## src/rtl/memwin_pkg.sv

```systemverilog
package memwin_pkg;
  localparam int CFG_AW   = 8;
  localparam int GRP_REGS = 6;

  typedef struct packed {
    logic       enaWr;
    logic       grpWr;
    logic [3:0] grpNum;
    logic [2:0] regOfs;
    logic [7:0] data;
  } cfgStrobe_t;

  typedef struct packed {
    logic       wide16;
    logic       zeroWait;
    logic [1:0] waitSel;
    logic       attrMem;
    logic       writeProt;
  } winAttr_t;
endpackage

```

## src/rtl/memwin_ctrl.sv

```systemverilog
module memwin_ctrl
  import memwin_pkg::*;
#(
  parameter int NUM_WIN    = 4,
  parameter int REG_STRIDE = 8,
  parameter int WIN_BASE   = 16,
  parameter int ENA_ADDR   = 6
) (
  input  logic              cfgWrEn,
  input  logic [CFG_AW-1:0] cfgAddr,
  input  logic [7:0]        cfgWrData,
  output cfgStrobe_t        stb
);
  localparam int STRIDE_LG = $clog2(REG_STRIDE);
  localparam int SPAN      = NUM_WIN * REG_STRIDE;

  logic [CFG_AW-1:0] relAddr;
  logic [CFG_AW-1:0] inOfs;
  logic              inRange;

  always_comb begin
    relAddr = cfgAddr - CFG_AW'(WIN_BASE);
    inOfs   = relAddr & CFG_AW'(REG_STRIDE - 1);
    inRange = (cfgAddr >= CFG_AW'(WIN_BASE)) && ({1'b0, relAddr} < (CFG_AW+1)'(SPAN));
    stb.enaWr  = cfgWrEn && (cfgAddr == CFG_AW'(ENA_ADDR));
    stb.grpWr  = cfgWrEn && inRange && (inOfs < CFG_AW'(GRP_REGS));
    stb.grpNum = 4'(relAddr >> STRIDE_LG);
    stb.regOfs = inOfs[2:0];
    stb.data   = cfgWrData;
  end

  initial begin
    a_r2_layout_fits : assert (REG_STRIDE >= GRP_REGS && NUM_WIN <= 8 && NUM_WIN >= 1);
  end
endmodule

```

## src/rtl/memwin_match.sv

```systemverilog
module memwin_match
  import memwin_pkg::*;
#(
  parameter int PAGE_W = 12,
  parameter int OFS_W  = 14
) (
  input  logic              winOn,
  input  logic [PAGE_W-1:0] startPg,
  input  logic [PAGE_W-1:0] stopPg,
  input  logic [OFS_W-1:0]  ofsPg,
  input  logic [PAGE_W-1:0] hostPage,
  output logic              isMatch,
  output logic [OFS_W-1:0]  cardPage
);
  always_comb begin
    isMatch  = winOn && (hostPage >= startPg) && (hostPage <= stopPg);
    cardPage = OFS_W'(hostPage) + ofsPg;
  end
endmodule

```

## src/rtl/memwin_dp.sv

```systemverilog
module memwin_dp
  import memwin_pkg::*;
#(
  parameter int NUM_WIN = 4,
  parameter int ADDR_W  = 24,
  parameter int PAGE_W  = 12,
  parameter int OFS_W   = 14
) (
  input  logic                      clk,
  input  logic                      rstN,
  input  cfgStrobe_t                stb,
  input  logic                      hostValid,
  input  logic                      hostWrite,
  input  logic [ADDR_W-1:0]         hostAddr,
  output logic                      hitQ,
  output logic [((NUM_WIN>1)?$clog2(NUM_WIN):1)-1:0] winIdxQ,
  output logic [OFS_W+ADDR_W-PAGE_W-1:0] cardAddrQ,
  output winAttr_t                  attrQ,
  output logic                      cardEnQ,
  output logic                      wrBlkQ
);
  localparam int WIN_W = (NUM_WIN > 1) ? $clog2(NUM_WIN) : 1;
  localparam int LOW_W = ADDR_W - PAGE_W;
  localparam int HI_W  = PAGE_W - 8;
  localparam int OHI_W = OFS_W - 8;

  logic [NUM_WIN-1:0] winEna;
  logic [NUM_WIN-1:0] matchVec;
  logic [OFS_W-1:0]   cardPgArr [NUM_WIN];
  winAttr_t           attrArr   [NUM_WIN];
  logic [PAGE_W-1:0]  hostPage;

  assign hostPage = hostAddr[ADDR_W-1 -: PAGE_W];

  always_ff @(posedge clk) begin
    if (!rstN)          winEna <= '0;
    else if (stb.enaWr) winEna <= stb.data[NUM_WIN-1:0];
  end

  for (genvar w = 0; w < NUM_WIN; w++) begin : gen_win
    logic [PAGE_W-1:0] startPg, stopPg;
    logic [OFS_W-1:0]  ofsPg;
    winAttr_t          attr;
    logic              selMe;

    assign selMe = stb.grpWr && (stb.grpNum == 4'(w));

    always_ff @(posedge clk) begin
      if (!rstN) begin
        startPg <= '0;
        stopPg  <= '0;
        ofsPg   <= '0;
        attr    <= '0;
      end else if (selMe) begin
        case (stb.regOfs)
          3'd0: startPg[7:0] <= stb.data;
          3'd1: begin
            startPg[PAGE_W-1:8] <= stb.data[HI_W-1:0];
            attr.wide16         <= stb.data[7];
            attr.zeroWait       <= stb.data[6];
          end
          3'd2: stopPg[7:0] <= stb.data;
          3'd3: begin
            stopPg[PAGE_W-1:8] <= stb.data[HI_W-1:0];
            attr.waitSel       <= stb.data[7:6];
          end
          3'd4: ofsPg[7:0] <= stb.data;
          3'd5: begin
            ofsPg[OFS_W-1:8] <= stb.data[OHI_W-1:0];
            attr.writeProt   <= stb.data[7];
            attr.attrMem     <= stb.data[6];
          end
          default: ;
        endcase
      end
    end

    memwin_match #(.PAGE_W(PAGE_W), .OFS_W(OFS_W)) u_match (
      .winOn   (winEna[w]),
      .startPg (startPg),
      .stopPg  (stopPg),
      .ofsPg   (ofsPg),
      .hostPage(hostPage),
      .isMatch (matchVec[w]),
      .cardPage(cardPgArr[w])
    );
    assign attrArr[w] = attr;
  end

  logic             anyHit;
  logic [WIN_W-1:0] selIdx;

  always_comb begin
    anyHit = 1'b0;
    selIdx = '0;
    for (int i = NUM_WIN - 1; i >= 0; i--) begin
      if (matchVec[i]) begin
        anyHit = 1'b1;
        selIdx = WIN_W'(i);
      end
    end
    anyHit = anyHit && hostValid;
  end

  always_ff @(posedge clk) begin
    if (!rstN) begin
      hitQ      <= 1'b0;
      winIdxQ   <= '0;
      cardAddrQ <= '0;
      attrQ     <= '0;
      cardEnQ   <= 1'b0;
      wrBlkQ    <= 1'b0;
    end else begin
      hitQ      <= anyHit;
      winIdxQ   <= selIdx;
      cardAddrQ <= {cardPgArr[selIdx], hostAddr[LOW_W-1:0]};
      attrQ     <= anyHit ? attrArr[selIdx] : '0;
      cardEnQ   <= anyHit && !(hostWrite && attrArr[selIdx].writeProt);
      wrBlkQ    <= anyHit && hostWrite && attrArr[selIdx].writeProt;
    end
  end

  a_r5_enable_gate : assert property (@(posedge clk) disable iff (!rstN)
    hitQ |-> (($past(winEna) & ((NUM_WIN)'(1) << winIdxQ)) != '0));

  a_r6_lowest_wins : assert property (@(posedge clk) disable iff (!rstN)
    hitQ |-> (($past(matchVec) & (((NUM_WIN)'(1) << winIdxQ) - (NUM_WIN)'(1))) == '0));

  a_r8_block_excl : assert property (@(posedge clk) disable iff (!rstN)
    wrBlkQ |-> (hitQ && !cardEnQ));

  a_r9_idle_no_hit : assert property (@(posedge clk) disable iff (!rstN)
    !$past(hostValid) |-> (!hitQ && !cardEnQ));
endmodule

```

## src/rtl/memwin_xlate.sv

```systemverilog
module memwin_xlate
  import memwin_pkg::*;
#(
  parameter int NUM_WIN    = 4,
  parameter int ADDR_W     = 24,
  parameter int PAGE_W     = 12,
  parameter int OFS_W      = 14,
  parameter int REG_STRIDE = 8,
  parameter int WIN_BASE   = 16,
  parameter int ENA_ADDR   = 6,
  localparam int WIN_W     = (NUM_WIN > 1) ? $clog2(NUM_WIN) : 1,
  localparam int CARD_W    = OFS_W + ADDR_W - PAGE_W
) (
  input  logic              clk,
  input  logic              rstN,
  input  logic              cfgWrEn,
  input  logic [CFG_AW-1:0] cfgAddr,
  input  logic [7:0]        cfgWrData,
  input  logic              hostValid,
  input  logic              hostWrite,
  input  logic [ADDR_W-1:0] hostAddr,
  output logic              hit,
  output logic [WIN_W-1:0]  winIdx,
  output logic [CARD_W-1:0] cardAddr,
  output logic              attrWide16,
  output logic              attrZeroWait,
  output logic [1:0]        attrWaitSel,
  output logic              attrMem,
  output logic              attrWriteProt,
  output logic              cardEnable,
  output logic              wrBlocked
);
  cfgStrobe_t stb;
  winAttr_t   attrOut;

  memwin_ctrl #(
    .NUM_WIN(NUM_WIN), .REG_STRIDE(REG_STRIDE),
    .WIN_BASE(WIN_BASE), .ENA_ADDR(ENA_ADDR)
  ) u_ctrl (
    .cfgWrEn  (cfgWrEn),
    .cfgAddr  (cfgAddr),
    .cfgWrData(cfgWrData),
    .stb      (stb)
  );

  memwin_dp #(
    .NUM_WIN(NUM_WIN), .ADDR_W(ADDR_W), .PAGE_W(PAGE_W), .OFS_W(OFS_W)
  ) u_dp (
    .clk      (clk),
    .rstN     (rstN),
    .stb      (stb),
    .hostValid(hostValid),
    .hostWrite(hostWrite),
    .hostAddr (hostAddr),
    .hitQ     (hit),
    .winIdxQ  (winIdx),
    .cardAddrQ(cardAddr),
    .attrQ    (attrOut),
    .cardEnQ  (cardEnable),
    .wrBlkQ   (wrBlocked)
  );

  assign attrWide16    = attrOut.wide16;
  assign attrZeroWait  = attrOut.zeroWait;
  assign attrWaitSel   = attrOut.waitSel;
  assign attrMem       = attrOut.attrMem;
  assign attrWriteProt = attrOut.writeProt;
endmodule

```

## config.mk

```make
export PLATFORM = sky130hd
export DESIGN_NAME = memwin_xlate
export DESIGN_NICKNAME = d
export VERILOG_FILES = /design/src/rtl/memwin_pkg.sv /design/src/rtl/memwin_ctrl.sv /design/src/rtl/memwin_match.sv /design/src/rtl/memwin_dp.sv /design/src/rtl/memwin_xlate.sv
export SDC_FILE = /design/constraint.sdc
export NUM_CORES = 1
export LEC_CHECK = 0
export BUFFER_PORTS_ARGS = -buffer_cell sky130_fd_sc_hd__buf_2
export CAP_MARGIN = 20
export CORE_MARGIN = 2
export CORE_UTILIZATION = 45
export DETAILED_ROUTE_END_ITERATION = 8
export GPL_TIMING_DRIVEN = 1
export PLACE_DENSITY_LB_ADDON = 0.25
export SLEW_MARGIN = 5
export SYNTH_ARGS = -nofsm -noshare
export SYNTH_HDL_FRONTEND = slang
export SYNTH_HIERARCHICAL = 1
export SYNTH_SLANG_ARGS = --single-unit
```

## constraint.sdc

```tcl
create_clock -name clk -period 3.7 [get_ports clk]
set_clock_uncertainty 0.1 [all_clocks]
set_input_delay 0.74 -clock clk [delete_from_list [all_inputs] [get_ports clk]]
set_output_delay 0.74 -clock clk [all_outputs]
set_load 0.01 [all_outputs]
```

# Word level (Yosys, flattened, before mapping)
# Index checks and enable logic that the tools add are counted.
# word_totals
register_bits	217
output_inout_bits	37
word_cells	145
# classes
n_addsub	5
order_cmp	12
n_eq_ne	9
n_mux	14
bitwise_logic	1
n_reduce_logical	49
# op_table
cell	count
$add A12 B14 Y14	4
$reduce_and A2 Y1	25
$ge A12 B12 Y1	4
$le A12 B12 Y1	4
$bmux W14 S2	1
$mux W14	2
$logic_and A1 B1 Y1	21
$bmux W6 S2	1
$mux W6	2
$eq A4 B2 Y1 const B	2
$eq A8 B3 Y1 const B	1
$ge A8 B5 Y1 const B	1
$lt A8 B6 Y1 const B	1
$mux W2	4
$sub A8 B5 Y8 const B	1
$eq A3 B2 Y1 const B	2
$eq A3 B3 Y1 const B	2
$eq A4 B1 Y1 const B	1
$logic_not A4 Y1	1
$mux W1	4
$eq A3 B1 Y1 const B	1
$ge A3 B3 Y1 const B	1
$logic_not A3 Y1	1
$lt A3 B3 Y1 const B	1
other kinds (2)	2

# Longest topological paths before layout
# logic_depth
word_depth	14
ltp_mapped	12
depth_no_buf	11

# Modules after synthesis
# Netlist, hierarchy kept.
# modules_own_cells
module	instances	cells_per_inst	area_per_inst_um2	seq_area_each_um2
memwin_dp	1	840	8592.0	4344.2
memwin_match at u_dp.gen_win[1].u_match ...	2	170	1224.9	0.0
memwin_match at u_dp.gen_win[0].u_match	1	162	1241.2	0.0
memwin_match at u_dp.gen_win[3].u_match	1	153	1167.4	0.0
memwin_ctrl	1	28	185.2	0.0

# Worst setup path after synthesis
# OpenSTA, ideal clock, no wires.
# synth_timing
path_type	input to register
start	input hostAddr[14]
end	register u_dp.cardAddrQ[16]
setup_time_ns	0.127
arrival_ns	2.691
t_required_ns	3.473
setup_slack_ns	0.782
path_stages	11
n_path_buf	2
cell_sequence	ha_1 -> a211o_1 -> a31oi_1 -> o21ai_0 -> a221oi_1 -> nor3b_1 -> or2_2 -> clkbuf_2 -> buf_2 -> o211ai_1 -> o211ai_1
# synth_lines
element	line	rtl
from (decl)	memwin_xlate.sv:21	input logic [ADDR_W-1:0] hostAddr,
$ge A12 B12 Y1	memwin_match.sv:16	isMatch = winOn && (hostPage >= startPg) && (hostPage <= stopPg);
$logic_and A1 B1 Y1	memwin_match.sv:16	
$logic_and A1 B1 Y1 (*)	memwin_match.sv:16	
net u_dp.matchVec[0]	memwin_dp.sv:28	logic [NUM_WIN-1:0] matchVec;
$mux W2 (*)	memwin_dp.sv:97	if (matchVec[i]) begin
$not A2 Y3 (not written as such) (*)	memwin_dp.sv:116	cardAddrQ <= {cardPgArr[selIdx], hostAddr[LOW_W-1:0]};
$bmux W14 S2 (*)	memwin_dp.sv:116	
$mux W14 (not written as such) (*) (2 in a row)	memwin_dp.sv:116	
to (signal assigned)	memwin_dp.sv:116	
to (decl)	memwin_dp.sv:17	output logic [OFS_W+ADDR_W-PAGE_W-1:0] cardAddrQ,
# The timed path passes the listed nets; every way through them passes the cells marked *. The select of a mux whose other input is x is not followed.
# A chain may end at the register's enable or synchronous reset.

# Worst setup path in the final report
# layout_timing
start	input hostAddr[12]
end	register u_dp.wrBlkQ
# layout_between
elab_chain_len	12
# layout_rtl
element	line	rtl
$ge A12 B12 Y1	memwin_match.sv:16	
$logic_and A1 B1 Y1	memwin_match.sv:16	
$logic_and A1 B1 Y1 (*)	memwin_match.sv:16	
net u_dp.matchVec[3]	memwin_dp.sv:28	
$mux W2 (4 in a row)	memwin_dp.sv:97	
$not A2 Y3 (not written as such)	memwin_dp.sv:119	wrBlkQ <= anyHit && hostWrite && attrArr[selIdx].writeProt;
$bmux W6 S2	memwin_dp.sv:119	
$mux W6 (2 in a row)	--	
$logic_and A1 B1 Y1 (*)	memwin_dp.sv:119	
to (signal assigned)	memwin_dp.sv:119	
to (decl)	memwin_dp.sv:20	output logic wrBlkQ
# Marks and branches as above.

==> metrics.yaml <==
outcome: "finished clean"
synthTopCellsByArea: "dfxtp_1 32%, mux2i_1 14%, ha_1 13%, nand2_1 6.9%, inv_1 3.0%"
clk_pin_slew_ps: 60
wire_per_inst_um: 19.2
dpl.hpwl_um: 26900
fp-row-count: 63
synthFlopType: "dfxtp_1"
syn_nets: 1717
ys_ff_latch: 217
die_x_um: 178
cts_resized: 0
post-cts-setup-buffers: 0
remaining_drc_errors: 0
timing.final.crit_share: 0.820
hold_violations: 0
power_density_nw_per_um2: 351
diodes: 0
clock_sinks: 217
critPathLaunchType: "input port"
drive_gt1_frac: 0.131
fin_crit_ps: 3040
drv_slew: 0
clkLatencyLatePin_ps: 540
final_common_cell: "nand2_1"
setup_tns_ps: 0
via_per_inst: 5.57
finalWeightedCongestion: 0.903
p_leak_nw: 6.95
cts.path.max_buffers: 3
ys_seq_area_frac: 0.319
crit_required_ps: 3990
grt_pass1_wl_um: 59400
setup_slack_ps: 664
rsz0062_at_grt: "false"
worstSetupPathType: "in2reg"
crit_chain: "buf_2, inv_1, ha_1, nand2b_1, a31oi_1, o21ai_0, a221oi_1, nor3b_2, or3b_2, a21oi_1, nor4_1"
syn_inst: 1523
ant_nets: 0
tightest_slew_ps: 871
ioPinCount: 82
antenna_found_initial: 0
area_growth_pct: 11.1
synth.distinct_cells: 77
dieArea_um2: 31700
cts.root.buffer_cell: "clkbuf_16"
wl_um: 38100
grt_usage: 0.241
avgSynthCellArea_um2: 8.95
synth_area_um2: 13600
cp_num_buf_inv: 2
start_util: 0.459
yosys.area.top_type_share: 0.319
crit_fanout: 8
ctsHoldBuffers: 0
drt_iter0_drc: 712
synth_edf_count: 0
worstPathArrival_ps: 3330
overflow: 0
synth_warnings: 6
die_y_um: 178
core_um2: 29700
fmax_mhz: 329
grt_pass1_vias: 10900
num_vias: 11100
cp_top_family: "simple AND/OR/NAND/NOR gates"
async_flop_share: 0
setup_viol: 0
slew_headroom: 0.418
htree_levels: 1
worstSetupEndpointType: "flip-flop"
critPathSlowestCell: "or3b_2"
synth_top_area_cell: "dfxtp_1"
hold_path_class: "in2reg"
ir_drop_mv: 0.296
cts_made_buffers: 25
firstDrtPassIters: 5
final_nets: 1771
crit_path_max_incr_delay_ps: 480
final_cell_mix: "251 x nand2_1, 217 x dfxtp_1, 184 x mux2i_1, 145 x ha_1, 109 x inv_1"
portBuffers: 81
grt_max_degree: 94
dpl_worst_slack_ps: 158
cts_tree: "done"
max_cap_violations: 0
[synthesized netlist by cell type, drive strengths merged, types with 4 or more instances]
| library cell | number |
|---|---|
| a211o | 4 |
| a211oi | 14 |
| a21o | 32 |
| a21oi | 62 |
| a221oi | 8 |
| a31oi | 8 |
| a32o | 5 |
| and2 | 15 |
| and3 | 6 |
| and4 | 4 |
| buf | 52 |
| clkbuf | 34 |
| dfxtp | 217 |
| fa | 4 |
| ha | 145 |
| inv | 109 |
| mux2i | 184 |
| nand2 | 252 |
| nand2b | 11 |
| nand3 | 38 |
| nand3b | 17 |
| nand4 | 20 |
| nand4b | 14 |
| nor2 | 50 |
| nor2b | 13 |
| nor3 | 16 |
| o211ai | 31 |
| o21a | 7 |
| o21ai | 49 |
| o311ai | 5 |
| o31a | 4 |
| o31ai | 9 |
| or2 | 5 |
| or3 | 4 |
| xnor2 | 22 |
| xor2 | 20 |
[per-stage QoR]
stage | area (µm²) | instances | power, mW | utilization | hold WS, ps
2_1_floorplan | 13600 | 1523 | 2.73 | - | 330
6_report | 15100 | 1985 | 5.32 | 0.510 | 316
3_3_place_gp | 14300 | 1940 | 2.91 | 0.483 | 342
3_5_place_dp | 14300 | 1940 | 2.92 | 0.483 | 348
4_1_cts | 15100 | 1985 | 5.37 | 0.510 | 291
5_1_grt | 15100 | 1985 | 5.52 | 0.510 | 304
[state kept, by name, summed over array words and instances, names as in the netlist, 2 cells and up]
register / count
u_dp/winEna: 4
u_dp/cardAddrQ: 26
u_dp/gen_win.stopPg: 48
u_dp/gen_win.ofsPg: 56
u_dp/winIdxQ: 2
u_dp/attrArr: 24
u_dp/gen_win.startPg: 48
u_dp/attrQ: 6
[cell type report]
type / instances / area (µm²)
timing repair buffer: 113 / 677
sequential: 217 / 4340
clock buffer: 40 / 752
inverter: 109 / 409
clock inverter: 5 / 53.8
tap: 390 / 488
fill: 2778 / 14600
multi-input combinational: 1111 / 8430
[final timing paths]
| kind | start | endpoint | slack [ps] | cells after the start |
|---|---|---|---|---|
| worst max register to register | u_dp/gen_win[2].startPg[9]$_SDFFE_PN0P_ | u_dp/wrBlkQ$_SDFF_PN0_ | 770 | 10 |
| worst min register to register | u_dp/attrArr[6]$_SDFFE_PN0P_ | u_dp/attrArr[6]$_SDFFE_PN0P_ | 360 | 2 |
| worst min-delay path | hostAddr[1] | u_dp/cardAddrQ[1]$_SDFF_PN0_ | 320 | 2 |
| worst max-delay path | hostAddr[12] | u_dp/wrBlkQ$_SDFF_PN0_ | 660 | 11 |
[worst register-to-register path, cell delays in order (launching register included)]
cell      delay, ps
dfxtp_1         340
inv_1            60
ha_1            310
a21o_1          160
a21oi_1         240
o211a_1         210
a221oi_1         70
o221a_2         420
or3b_2          490
a21oi_1         300
nor4_1           80
[logic make-up after synthesis]
group / count (synthesis) / share of synthesized area
buffers and inverters: 195 / 0.0642
and+or+nand+nor: 477 / 0.182
DFF: 217 / 0.319
adders and majority gates: 149 / 0.139
AOI/OAI and AO/OA: 259 / 0.134
xor gates and xnor gates: 42 / 0.0270
muxes: 184 / 0.135
[metal layers]
metal | GRT usage | wire (µm) | part of all wire | up-vias
met4 | 0.0827 | 1280 | 0.034 | 0
met2 | 0.409 | 17600 | 0.46 | 279
met1 | 0.315 | 17300 | 0.45 | 5268
met5 | 0 | 0 | 0 | -
met3 | 0.0307 | 1870 | 0.049 | 82
li1 | - | - | - | 5437
[report_power, final]
| group | switching [mW] | internal, mW | leakage, nW | total [mW] |
|---|---|---|---|---|
| registers | 0.00503 | 2.35 | 1.75 | 2.36 |
| logic | 0.342 | 0.171 | 4.80 | 0.513 |
| clock network | 0.998 | 1.45 | 0.398 | 2.45 |
| total | 1.34 | 3.98 | 6.95 | 5.32 |
Power figures use the tool's default switching activity.
